==> src/rtl/intr_arb_pkg.sv <==
package intr_arb_pkg;
   typedef enum logic [2:0] {
      SRC_NONE = 3'd0,
      SRC_DIV  = 3'd1,
      SRC_CSO  = 3'd2,
      SRC_SWI  = 3'd3,
      SRC_NMI  = 3'd4,
      SRC_INTR = 3'd5,
      SRC_STEP = 3'd6
   } intr_src_e;
endpackage

==> src/rtl/intr_pick.sv <==
module intr_pick
   import intr_arb_pkg::*;
#(
   parameter int unsigned        TYPE_W    = 8,
   parameter bit                 STEP_EN   = 1'b1,
   parameter logic [TYPE_W-1:0]  DIV_TYPE  = 'h00,
   parameter logic [TYPE_W-1:0]  CSO_TYPE  = 'h09,
   parameter logic [TYPE_W-1:0]  NMI_TYPE  = 'h02,
   parameter logic [TYPE_W-1:0]  STEP_TYPE = 'h01
) (
   input  logic              boundary,
   input  logic              div_err,
   input  logic              cso_req,
   input  logic              swi_req,
   input  logic [TYPE_W-1:0] swi_type,
   input  logic              nmi_req,
   input  logic              intr_req,
   input  logic [TYPE_W-1:0] intr_type,
   input  logic              if_q,
   input  logic              tf_q,
   input  logic              blk_q,
   output logic              pick_vld,
   output intr_src_e         pick_src,
   output logic [TYPE_W-1:0] pick_type
);
   logic step_ok;

   generate
      if (STEP_EN) begin : g_step
         assign step_ok = tf_q & ~blk_q;
      end else begin : g_nostep
         logic unused_tf;
         assign unused_tf = tf_q;
         assign step_ok   = 1'b0;
      end
   endgenerate

   always_comb begin
      pick_src  = SRC_NONE;
      pick_type = '0;
      if (boundary) begin
         if (div_err) begin
            pick_src  = SRC_DIV;
            pick_type = DIV_TYPE;
         end else if (cso_req && !blk_q) begin
            pick_src  = SRC_CSO;
            pick_type = CSO_TYPE;
         end else if (swi_req) begin
            pick_src  = SRC_SWI;
            pick_type = swi_type;
         end else if (nmi_req && !blk_q) begin
            pick_src  = SRC_NMI;
            pick_type = NMI_TYPE;
         end else if (intr_req && if_q && !blk_q) begin
            pick_src  = SRC_INTR;
            pick_type = intr_type;
         end else if (step_ok) begin
            pick_src  = SRC_STEP;
            pick_type = STEP_TYPE;
         end
      end
      pick_vld = (pick_src != SRC_NONE);
   end
endmodule

==> src/rtl/intr_flags.sv <==
module intr_flags (
   input  logic clk,
   input  logic rst_n,
   input  logic accept,
   input  logic accept_nmi,
   input  logic iret,
   input  logic sti,
   input  logic tf_wr,
   input  logic tf_val,
   output logic if_q,
   output logic tf_q,
   output logic blk_q
);
   always_ff @(posedge clk) begin
      if (!rst_n) begin
         if_q  <= 1'b0;
         tf_q  <= 1'b0;
         blk_q <= 1'b0;
      end else begin
         if (accept)           if_q <= 1'b0;
         else if (iret || sti) if_q <= 1'b1;

         if (accept_nmi)       blk_q <= 1'b1;
         else if (iret)        blk_q <= 1'b0;

         if (tf_wr)            tf_q <= tf_val;
      end
   end
endmodule

==> src/rtl/intr_vec_reg.sv <==
module intr_vec_reg
   import intr_arb_pkg::*;
#(
   parameter int unsigned TYPE_W      = 8,
   parameter int unsigned ENTRY_BYTES = 4,
   localparam int unsigned SH         = $clog2(ENTRY_BYTES),
   localparam int unsigned ADDR_W     = TYPE_W + SH
) (
   input  logic              clk,
   input  logic              rst_n,
   input  logic              pick_vld,
   input  intr_src_e         pick_src,
   input  logic [TYPE_W-1:0] pick_type,
   output logic              take,
   output logic [TYPE_W-1:0] take_type,
   output logic [ADDR_W-1:0] take_addr,
   output logic              intr_ack,
   output logic              restart
);
   logic [ADDR_W-1:0] addr_c;

   generate
      if ((1 << SH) == ENTRY_BYTES) begin : g_shift
         assign addr_c = ADDR_W'(pick_type) << SH;
      end else begin : g_mult
         assign addr_c = ADDR_W'(pick_type) * ADDR_W'(ENTRY_BYTES);
      end
   endgenerate

   always_ff @(posedge clk) begin
      if (!rst_n) begin
         take      <= 1'b0;
         take_type <= '0;
         take_addr <= '0;
         intr_ack  <= 1'b0;
         restart   <= 1'b0;
      end else begin
         take     <= pick_vld;
         intr_ack <= (pick_src == SRC_INTR);
         restart  <= (pick_src == SRC_DIV) || (pick_src == SRC_CSO);
         if (pick_vld) begin
            take_type <= pick_type;
            take_addr <= addr_c;
         end
      end
   end
endmodule

==> src/rtl/intr_vector_unit.sv <==
module intr_vector_unit
   import intr_arb_pkg::*;
#(
   parameter int unsigned       TYPE_W      = 8,
   parameter int unsigned       ENTRY_BYTES = 4,
   parameter bit                STEP_EN     = 1'b1,
   parameter logic [TYPE_W-1:0] DIV_TYPE    = 'h00,
   parameter logic [TYPE_W-1:0] CSO_TYPE    = 'h09,
   parameter logic [TYPE_W-1:0] NMI_TYPE    = 'h02,
   parameter logic [TYPE_W-1:0] STEP_TYPE   = 'h01,
   localparam int unsigned      ADDR_W      = TYPE_W + $clog2(ENTRY_BYTES)
) (
   input  logic              clk,
   input  logic              rst_n,
   input  logic              boundary,
   input  logic              div_err,
   input  logic              cso_req,
   input  logic              swi_req,
   input  logic [TYPE_W-1:0] swi_type,
   input  logic              nmi_req,
   input  logic              intr_req,
   input  logic [TYPE_W-1:0] intr_type,
   input  logic              iret,
   input  logic              sti,
   input  logic              tf_wr,
   input  logic              tf_val,
   output logic              take,
   output logic [TYPE_W-1:0] take_type,
   output logic [ADDR_W-1:0] take_addr,
   output logic              intr_ack,
   output logic              restart,
   output logic              if_flag,
   output logic              tf_flag,
   output logic              nmi_blocked
);
   generate
      if (TYPE_W < 2 || TYPE_W > 16) begin : g_bad_type_w
         $error("TYPE_W must be within 2..16");
      end
      if (ENTRY_BYTES < 1) begin : g_bad_entry
         $error("ENTRY_BYTES must be at least 1");
      end
   endgenerate

   logic              pick_vld;
   intr_src_e         pick_src;
   logic [TYPE_W-1:0] pick_type;

   intr_pick #(
      .TYPE_W(TYPE_W), .STEP_EN(STEP_EN), .DIV_TYPE(DIV_TYPE),
      .CSO_TYPE(CSO_TYPE), .NMI_TYPE(NMI_TYPE), .STEP_TYPE(STEP_TYPE)
   ) u_pick (
      .boundary(boundary), .div_err(div_err), .cso_req(cso_req),
      .swi_req(swi_req), .swi_type(swi_type), .nmi_req(nmi_req),
      .intr_req(intr_req), .intr_type(intr_type), .if_q(if_flag),
      .tf_q(tf_flag), .blk_q(nmi_blocked), .pick_vld(pick_vld),
      .pick_src(pick_src), .pick_type(pick_type)
   );

   intr_flags u_flags (
      .clk(clk), .rst_n(rst_n), .accept(pick_vld),
      .accept_nmi(pick_src == SRC_NMI), .iret(iret), .sti(sti),
      .tf_wr(tf_wr), .tf_val(tf_val), .if_q(if_flag), .tf_q(tf_flag),
      .blk_q(nmi_blocked)
   );

   intr_vec_reg #(
      .TYPE_W(TYPE_W), .ENTRY_BYTES(ENTRY_BYTES)
   ) u_out (
      .clk(clk), .rst_n(rst_n), .pick_vld(pick_vld), .pick_src(pick_src),
      .pick_type(pick_type), .take(take), .take_type(take_type),
      .take_addr(take_addr), .intr_ack(intr_ack), .restart(restart)
   );
endmodule

==> config.mk <==
export PLATFORM = sky130hd
export DESIGN_NAME = intr_vector_unit
export DESIGN_NICKNAME = d
export VERILOG_FILES = /design/src/rtl/intr_arb_pkg.sv /design/src/rtl/intr_pick.sv /design/src/rtl/intr_flags.sv /design/src/rtl/intr_vec_reg.sv /design/src/rtl/intr_vector_unit.sv
export SDC_FILE = /design/constraint.sdc
export NUM_CORES = 1
export LEC_CHECK = 0
export BUFFER_PORTS_ARGS = -buffer_cell sky130_fd_sc_hd__buf_2
export CORE_ASPECT_RATIO = 1.4
export CORE_MARGIN = 2
export CORE_UTILIZATION = 39
export DETAILED_ROUTE_END_ITERATION = 10
export PLACE_DENSITY = 0.77
export SLEW_MARGIN = 20
export SYNTH_ARGS = -nofsm -noshare
export SYNTH_HDL_FRONTEND = slang
export SYNTH_SLANG_ARGS = --single-unit
==> constraint.sdc <==
create_clock -name clk -period 2 [get_ports clk]
set_input_delay 0 -clock clk [delete_from_list [all_inputs] [get_ports clk]]
set_output_delay 0 -clock clk [all_outputs]
set_load 0.01 [all_outputs]
==> impl_metrics.yaml, run 1 <==
synth:
  synth_area_per_cell_um2: 9.841
  synth-seq-cells: 14
  async_reset_ff_frac: 0
  netlist_area_um2: 728.2
  seq_area_frac_synth: 0.3849
  synth_edf_count: 0
  synth_ff_type: "dfxtp_1"
  ys_types: 27
  synth_cells: 74
  ys.warnings.count: 0
sta:
  slew_violations: 0
  post-route-period-util: 0.7997
  period_needed_ns: 1.599
  clock_skew_ns: 0.003726
  rsz0062_at_grt: "false"
  finalSetupTns_ns: 0
  setup_ws_ns: 0.4006
  fmax_mhz: 625.2
  setup_viol: 0
  hold_viol: 0
  timing.hold.ws_ns: 0.01552
routing:
  ant_nets: 0
  via_per_inst: 5.232
  wire_per_inst_um: 12.49
  drt_iter0_markers: 9
  dr.pass1.iters: 4
  dr_total_vias: 722
  route.detailed.drc: 0
  wl_um: 1723
placed_design:
  dp_hpwl_um: 1313
  gp_congestion: 0.8412
  port_buffers: 49
  post-place-ws_ns: 0.4146
  dpl_cell_area_um2: 923.4
worst_setup_path:
  endpoint_kind: "flop"
  crit_type: "flop to flop"
  reg2reg_slack_ns: 0.40
  crit_fanout: 5
  critical_path_required_ns: 2.16
  reg2reg_to: "u_out.take_type[0]"
  worstRegToRegCells: 4
  worstReg2RegStart: "u_flags.if_q"
  startpoint_type: "flop"
  arrival_ns: 1.76
cells_and_area:
  nNetsFinal: 148
  multi_input_area_um2: 361.6
  nFillCells: 168
  n_antenna_cell: 0
  regArea_um2: 280.3
  fin_area_um2: 975.9
  drive_gt1_frac: 0.4831
  area_delta_synth_final_pct: 34.02
clock_network:
  holdBufCountCts: 2
  cts_root_buf: "clkbuf_4"
  cts.clk_slew.worst_paths_ns: 0.08
  cts_buffers: 3
  cts.repair.resized: 0
  clock_latency_ns: 0.27
  cts_buffer_depth: 2
  htreeDepth: 1
  cts_sinks: 14
  cts_tree: "built"
  post_cts_buffers: 0
hold_path:
  hold_class: "primary input to flop"
  min_from: "tf_wr"
  whs_endpoint: "u_flags.tf_q"
  min_path_cells: 3
global_route:
  grtUsageTotal: 0.1595
  grt_overflow: 0
  antenna_found_initial: 0
  grt_pass1_wl_um: 2435
  grt_pass1_vias: 584
  grt_max_degree: 14
floorplanning:
  row_count: 18
  core_area_mm2: 0.001757
  floorplan.die.height_um: 55.13
  initial_core_util: 0.4145
  die_area_mm2: 0.002234
  io_pins: 52
  die_w_um: 40.52
power:
  powerDensity_mw_per_mm2: 575.4
  p_leak_uw: 0.0004960
  max-vdd-ir-drop_mv: 0.2956
run_status:
  status: "complete, no violations"
flow_run:
  max-cap-violations: 0
[layout make-up]
type | count | share of cell area
multi-input combinational | 47 | 0.3705
timing repair buffer | 53 | 0.2897
sequential | 14 | 0.2872
tap | 20 | 0.02564
clock buffer | 3 | 0.02308
inverter | 1 | 0.003846
[critical path: stages, from the launching register on]
cell	delay, ns
dfxtp_1	0.37
and2_1	0.23
mux2_2	0.36
a221o_1	0.33
a32o_1	0.20
[metrics by stage]
step | utilization | instances | power, uW
finish | 0.5556 | 138 | 561.5
global route | 0.5556 | 138 | 588.0
CTS | 0.5499 | 137 | 564.6
detailed placement | 0.5256 | 132 | 414.1
global placement | 0.5256 | 132 | 413.1
floorplan | - | 75 | 369.0
[cells in the mapped netlist (2+ instances only)]
cell | count | area, um^2
o31ai_1 | 2 | 15.01
nor2b_1 | 3 | 18.77
nand2_1 | 2 | 7.510
a221o_1 | 2 | 20.02
buf_4 | 10 | 75.07
nor3_1 | 3 | 15.01
clkbuf_1 | 3 | 11.26
a32o_1 | 8 | 80.08
a22o_1 | 5 | 43.79
and2_1 | 2 | 12.51
dfxtp_1 | 14 | 280.3
nor2_1 | 4 | 15.01
a21oi_1 | 2 | 10.01
[state kept, by name, indices dropped and copies added, names as in the netlist]
signal and flops:
u_out.take_type 8, u_flags.blk_q 1, u_flags.if_q 1, u_flags.tf_q 1, u_out.intr_ack 1, u_out.restart 1
u_out.take 1
[worst max path at each step]
stage,start,to,slack (ns)
final,u_flags.if_q,u_out.take_type[0],0.40
after global routing,u_flags.blk_q,u_out.take_type[0],0.32
after CTS,u_flags.if_q,u_out.take_type[0],0.41
after detailed placement,u_flags.if_q,u_out.take_type[0],0.41
after global placement,u_flags.if_q,u_out.take_type[0],0.43
after floorplan,u_flags.if_q,u_out.take_type[0],0.46
[cells in the final DEF, fill, tap and decap left out, types with 2 or more instances in the layout]
cell type / n
buf_2: 49
dfxtp_1: 14
a32o_1: 8
a22o_1: 5
nor2_1: 4
nor3_1: 3
nor2b_1: 3
clkbuf_4: 3
dlygate4sd3_1: 3
and2_1: 2
nand2_1: 2
o31ai_1: 2
a21oi_1: 2
a221o_1: 2
conb_1: 2
[logic make-up after synthesis]
logic type	share of synthesized area
AND/OR/NAND/NOR	0.1392
buffers and inverters	0.1237
AO/OA/AOI/OAI	0.3179
flip-flops	0.3849
other	0.005150
multiplexers	0.02921
[power breakdown]
group | internal (uW) | total, uW | switching (uW)
combinational | 58.1 | 117 | 58.6
clock | 69.6 | 150 | 80.3
sequential | 288 | 295 | 6.49
[routing by layer]
layer	track usage	vias to the layer above	wire, um
li1	-	363	-
met1	0.1870	323	697
met2	0.2778	32	850
met3	0.02400	4	149
met4	0.06667	0	24
met5	0	-	0
Power figures use the tool's default switching activity.
==> inputs of run 2 (changes only) <==
ABC_AREA = 1   (was default)
PLACE_DENSITY = 0.74   (was 0.77)
clock period = 1.3 ns   (was 2 ns; I/O delays follow)
==> run 2 against run 1 <==
  * First-iteration DRC count up 130%
  * Clock power is 110% higher
  * Utilization down 3.3 points
  * Global-route usage rose by 1.3 points
  * Combinational power up 130%
  * Worst setup slack lost 0.32 ns
  * Cell area is 27% higher
  * Area after synthesis rose by 30%
  * Critical path depth fell by 1
  * Sequential power up 55%
  * Largest power group unchanged
  * Maximum frequency up 31%
==> impl_metrics.yaml, run 2 <==
clock_network:
  cts.clk_slew.worst_paths_ns: 0.09
  cts_root_buf: "clkbuf_4"
  cts_sinks: 14
  cts_buffer_depth: 2
  cts_tree: "built"
  cts_buffers: 3
  htreeDepth: 1
  clock_latency_ns: 0.28
routing:
  wl_um: 2280
  dr.pass1.iters: 4
  dr_total_vias: 1001
  via_per_inst: 4.955
  wire_per_inst_um: 11.29
  dr_wl_met3_um: 143
  drt_iter0_markers: 21
  wl_met2_um: 1262
  route.detailed.drc: 0
  ant_nets: 0
  maxUsedRoutingLayer: "met4"
  drt-met1-wl_um: 861
sta:
  hold_viol: 0
  period_needed_ns: 1.221
  post-route-period-util: 0.9394
  setup_ws_ns: 0.07876
  setup_viol: 0
  clock_skew_ns: 0.002408
  rsz0062_at_grt: "true"
  fmax_mhz: 818.8
  slew_violations: 0
  timing.hold.ws_ns: 0.02630
worst_setup_path:
  endpoint_kind: "flop"
  reg2reg_to: "u_flags.tf_q"
  arrival_ns: 1.40
  worstReg2RegStart: "u_flags.tf_q"
  startpoint_type: "flop"
  crit_fanout: 4
  critical_path_required_ns: 1.48
  reg2reg_slack_ns: 0.08
  worstRegToRegCells: 3
  crit_type: "flop to flop"
synth:
  synth-seq-cells: 14
  synth_area_leaders: "dfxtp_1 (30%), nand2_1 (13%), buf_4 (7.9%)"
  synthDominantCellAreaShare: 0.2951
  async_reset_ff_frac: 0
  synth_edf_count: 0
  seq_area_frac_synth: 0.2951
  ys_top_cells_by_count: "nand2_1 (34), dfxtp_1 (14), a21oi_1 (11), nand3_1 (11)"
  yosysMostFrequentCell: "nand2_1"
  synth_ff_type: "dfxtp_1"
  synth_area_per_cell_um2: 7.249
  ys_types: 21
  ys.warnings.count: 0
  yosys.area.top_type: "dfxtp_1"
  synth_cells: 131
  netlist_area_um2: 949.7
hold_path:
  min_path_cells: 4
  hold_class: "primary input to flop"
  whs_endpoint: "u_flags.blk_q"
  min_from: "iret"
global_route:
  antenna_found_initial: 0
  grt_overflow: 0
  grt_pass1_vias: 919
  grtUsageTotal: 0.1721
  grt_max_degree: 14
  grt_pass1_wl_um: 3774
placed_design:
  dp_hpwl_um: 1896
  dpl_cell_area_mm2: 0.001151
  gp_congestion: 0.8284
  post-place-ws_ns: 0.008475
  port_buffers: 49
cells_and_area:
  regMostFlops: "u_out.take_type"
  layout_commonest_cell: "buf_2"
  area_delta_synth_final_pct: 30.04
  final_cell_mix: "buf_2 (49), nand2_1 (32), dfxtp_1 (12)"
  fin_area_mm2: 0.001235
  drive_gt1_frac: 0.4469
  largest_reg_flops: 8
  nNetsFinal: 208
  n_antenna_cell: 0
power:
  p_leak_uw: 0.0006863
  max-vdd-ir-drop_mv: 0.5367
  power_uw: 1041
  powerDensity_mw_per_mm2: 843.0
flow_run:
  max-cap-violations: 0
floorplanning:
  die_area_mm2: 0.002851
  io_pins: 52
  initial_core_util: 0.4016
  floorplan.die.height_um: 62.39
  die_w_um: 45.71
  row_count: 21
  core_area_mm2: 0.002365
run_status:
  status: "complete, no violations"
run 2: cell count changes after synthesis, sizes merged, moves of 3 or more:
cell    change
nand2      +42
nand3      +13
inv        +11
a21oi       +8
a32o        -8
nand4       +7
a22o        -5
nor2        +5
o21ai       +5
nor2b       -4
clkbuf      -3
run 2: area by class of cell:
cell class	count	area, um^2
fillers	219	1130
multi-input cells	94	536.8
repair buffers	55	295.3
flip-flops and latches	14	285.3
inverters	12	52.55
clock buffers	4	36.28
well taps	23	28.78
run 2: what timing repair did:
action	4_1_cts	5_1_grt
resized for setup	1	5
buffers inserted	0	2
pin swaps	0	2
hold buffers	2	0
setup endpoints to repair	1	9
endpoints found under the hold margin	1	0
run 2: metrics by stage:
stage	cells	util	TNS, ns
2_1_floorplan	132	-	0
3_3_place_gp	194	0.4868	0
3_5_place_dp	194	0.4868	0
4_1_cts	200	0.5111	0
5_1_grt	202	0.5222	-0.06715
6_report	202	0.5222	0
run 2: power breakdown:
group	internal, uW	switching (uW)	total (uW)
registers	445	10.6	456
logic	113	153	266
clock network	171	149	320
run 2: worst max-delay path: stages (launching register included):
cell and delay [ns]:
dfxtp_1 0.35, o21ai_0 0.16, a21oi_1 0.05, dlygate4sd3_1 0.56
run 2: how the worst max path moves through the flow:
stage                  startpoint  slack (ns)            endpoint
floorplan           u_flags.blk_q        0.05  u_out.take_type[4]
global placement    u_flags.blk_q        0.07  u_out.take_type[5]
detailed placement  u_flags.blk_q       0.008  u_out.take_type[2]
CTS                  u_flags.if_q        0.05       u_out.restart
global route        u_flags.blk_q       -0.03  u_out.take_type[2]
finish               u_flags.tf_q        0.08        u_flags.tf_q
run 2: metal layers:
layer,GRT usage,vias to the layer above
met2,0.3169,37
met4,0.02143,0
met3,0.04335,2
met5,0,-
met1,0.1942,448
li1,-,514
run 2: kinds of logic after synthesis:
kind of cell	after synthesis	synth area share
DFF	14	0.2951
buffers and inverters	24	0.1489
and+or+nand+nor	76	0.4677
AOI/OAI and AO/OA	16	0.08431
other	1	0.003949
==> inputs of run 3 (changes only) <==
CORE_UTILIZATION = 47   (was 39)
PLACE_DENSITY = 0.84   (was 0.74)
clock period = 1.5 ns   (was 1.3 ns; I/O delays follow)
==> run 3 against run 2 <==
  * Worst setup slack better by 0.093 ns
  * Utilization is 9.6 points higher
  * Combinational power is 19% lower
  * First-iteration DRC count is 48% lower
  * Die area is 16% lower
  * Total power is 16% lower
  * Critical path type unchanged
  * Critical endpoint is now u_out.take_type[1]
==> impl_metrics.yaml, run 3 (synthesized netlist as in run 2, its figures left out) <==
floorplanning:
  row_count: 19
  io_pins: 52
  core_area_mm2: 0.001926
  floorplan.die.height_um: 57.19
  die_w_um: 41.99
  initial_core_util: 0.4932
  die_area_mm2: 0.002401
worst_setup_path:
  crit_type: "flop to flop"
  endpoint_kind: "flop"
  arrival_ns: 1.50
  slowest_delay_ns: 0.38
  crit_chain: "nand2_1 > nor2_4 > nand2_2 > nand2_1 > nand2_4 > nand2_4 > nor2_8 > nand2_1 > nand2_1"
  critical_path_required_ns: 1.67
  critPathSlowestCell: "dfxtp_1"
  critical_path.top_delay_family: "simple AND/OR/NAND/NOR gates"
  crit_fanout: 8
  crit_top_cell: "nand2_1"
  critical_path_buf_inv_count: 0
  startpoint_type: "flop"
cells_and_area:
  final_cells: 196
  largest_reg_flops: 8
  final_cell_mix: "buf_2 (49), nand2_1 (34), dfxtp_1 (14)"
  layout_commonest_cell: "buf_2"
  nFillCells: 189
  n_antenna_cell: 0
  regArea_um2: 280.3
  area_delta_synth_final_pct: 25.30
  drive_gt1_frac: 0.4114
  nNetsFinal: 204
  multi_input_area_um2: 531.8
  regMostFlops: "u_out.take_type"
flow_run:
  max-cap-violations: 0
global_route:
  grt_overflow: 0
  antenna_found_initial: 0
  grt_pass1_wl_um: 3684
  grt_pass1_vias: 935
  grt_max_degree: 14
  grtUsageTotal: 0.1983
hold_path:
  hold_class: "primary input to flop"
clock_network:
  cts_buffers: 3
  htreeDepth: 1
  clock_latency_ns: 0.28
  cts_buffer_depth: 2
  cts_sinks: 14
  cts_root_buf: "clkbuf_4"
  cts.clk_slew.worst_paths_ns: 0.08
  cts_tree: "built"
  cts.repair.resized: 0
power:
  swShare: 0.2926
  p_leak_uw: 0.0006642
  p_clk_frac: 0.303
  powerDensity_mw_per_mm2: 737.8
  max-vdd-ir-drop_mv: 1.009
  internal_power_uw: 621.0
  total_switching_power_uw: 256.9
  p_comb_frac: 0.245
  seq_power_share: 0.452
sta:
  period_needed_ns: 1.328
  hold_viol: 0
  slew_violations: 0
  rsz0062_at_grt: "false"
  setup_ws_ns: 0.1720
  setup_viol: 0
  finalSetupTns_ns: 0
  fmax_mhz: 753.0
  clock_skew_ns: 0.003233
  post-route-period-util: 0.8854
routing:
  wire_per_inst_um: 11.11
  wl_um: 2178
  dr_total_vias: 990
  drt_iter0_markers: 11
  via_per_inst: 5.051
  ant_nets: 0
  dr.pass1.iters: 4
  route.detailed.drc: 0
placed_design:
  dp_cells: 190
  dp_hpwl_um: 1820
  gp_congestion: 0.8923
  port_buffers: 49
  post-place-ws_ns: 0.1555
run_status:
  status: "complete, no violations"
==> run 3: path summary, 6_finish.rpt <==
| path | startpoint | end | slack [ns] | cells after the start |
|---|---|---|---|---|
| max | u_flags.if_q | u_out.take_type[1] | 0.17 | 9 |
| min | iret | u_flags.blk_q | 0.03 | 4 |
| max reg2reg | u_flags.if_q | u_out.take_type[1] | 0.17 | 9 |
| min reg2reg | u_out.take_type[5] | u_out.take_type[5] | 0.46 | 2 |
==> run 3: power by group through the flow <==
stage / Sequential, uW / Clock, uW / Combinational [uW]
after global placement: 405 / 0 / 206
after floorplan: 412 / 0 / 138
final: 397 / 266 / 215
after global routing: 399 / 287 / 241
after detailed placement: 405 / 0 / 211
after CTS: 397 / 270 / 216
==> run 3: cell type report <==
type / count / share of cell area
Multi-Input combinational cell: 94 / 0.4469
Sequential cell: 14 / 0.2355
Timing Repair Buffer: 51 / 0.2229
Inverter: 12 / 0.04206
Clock buffer: 4 / 0.03049
Tap cell: 21 / 0.02208
==> run 3: worst min-delay path: stages <==
cell and delay (ns):
buf_2 0.09, nor2_1 0.04, nand2_1 0.04, o21ai_0 0.08
==> run 3: layer usage <==
metal | share of wire | routed length, um | vias up | global-route usage
met5 | 0 | 0 | - | 0
met4 | 0.012 | 27 | 0 | 0.06452
met3 | 0.076 | 165 | 4 | 0.06329
met2 | 0.52 | 1142 | 37 | 0.3683
met1 | 0.39 | 842 | 444 | 0.2071
li1 | - | - | 505 | -
==> run 3: timing repair <==
action / in CTS / in global routing
buffers inserted: 0 / 0
hold buffers: 2 / 0
endpoints found under the hold margin: 1 / 0
==> run 3: per-stage QoR <==
stage	area, um^2	power (uW)	util	hold slack [ns]
4_1_cts	1190	883.7	0.6179	0.03278
5_1_grt	1190	926.0	0.6179	0.05757
3_3_place_gp	1134	610.8	0.5887	0.1886
3_5_place_dp	1134	616.7	0.5887	0.2025
2_1_floorplan	953.4	550.2	-	0.09346
6_report	1190	877.8	0.6179	0.02503
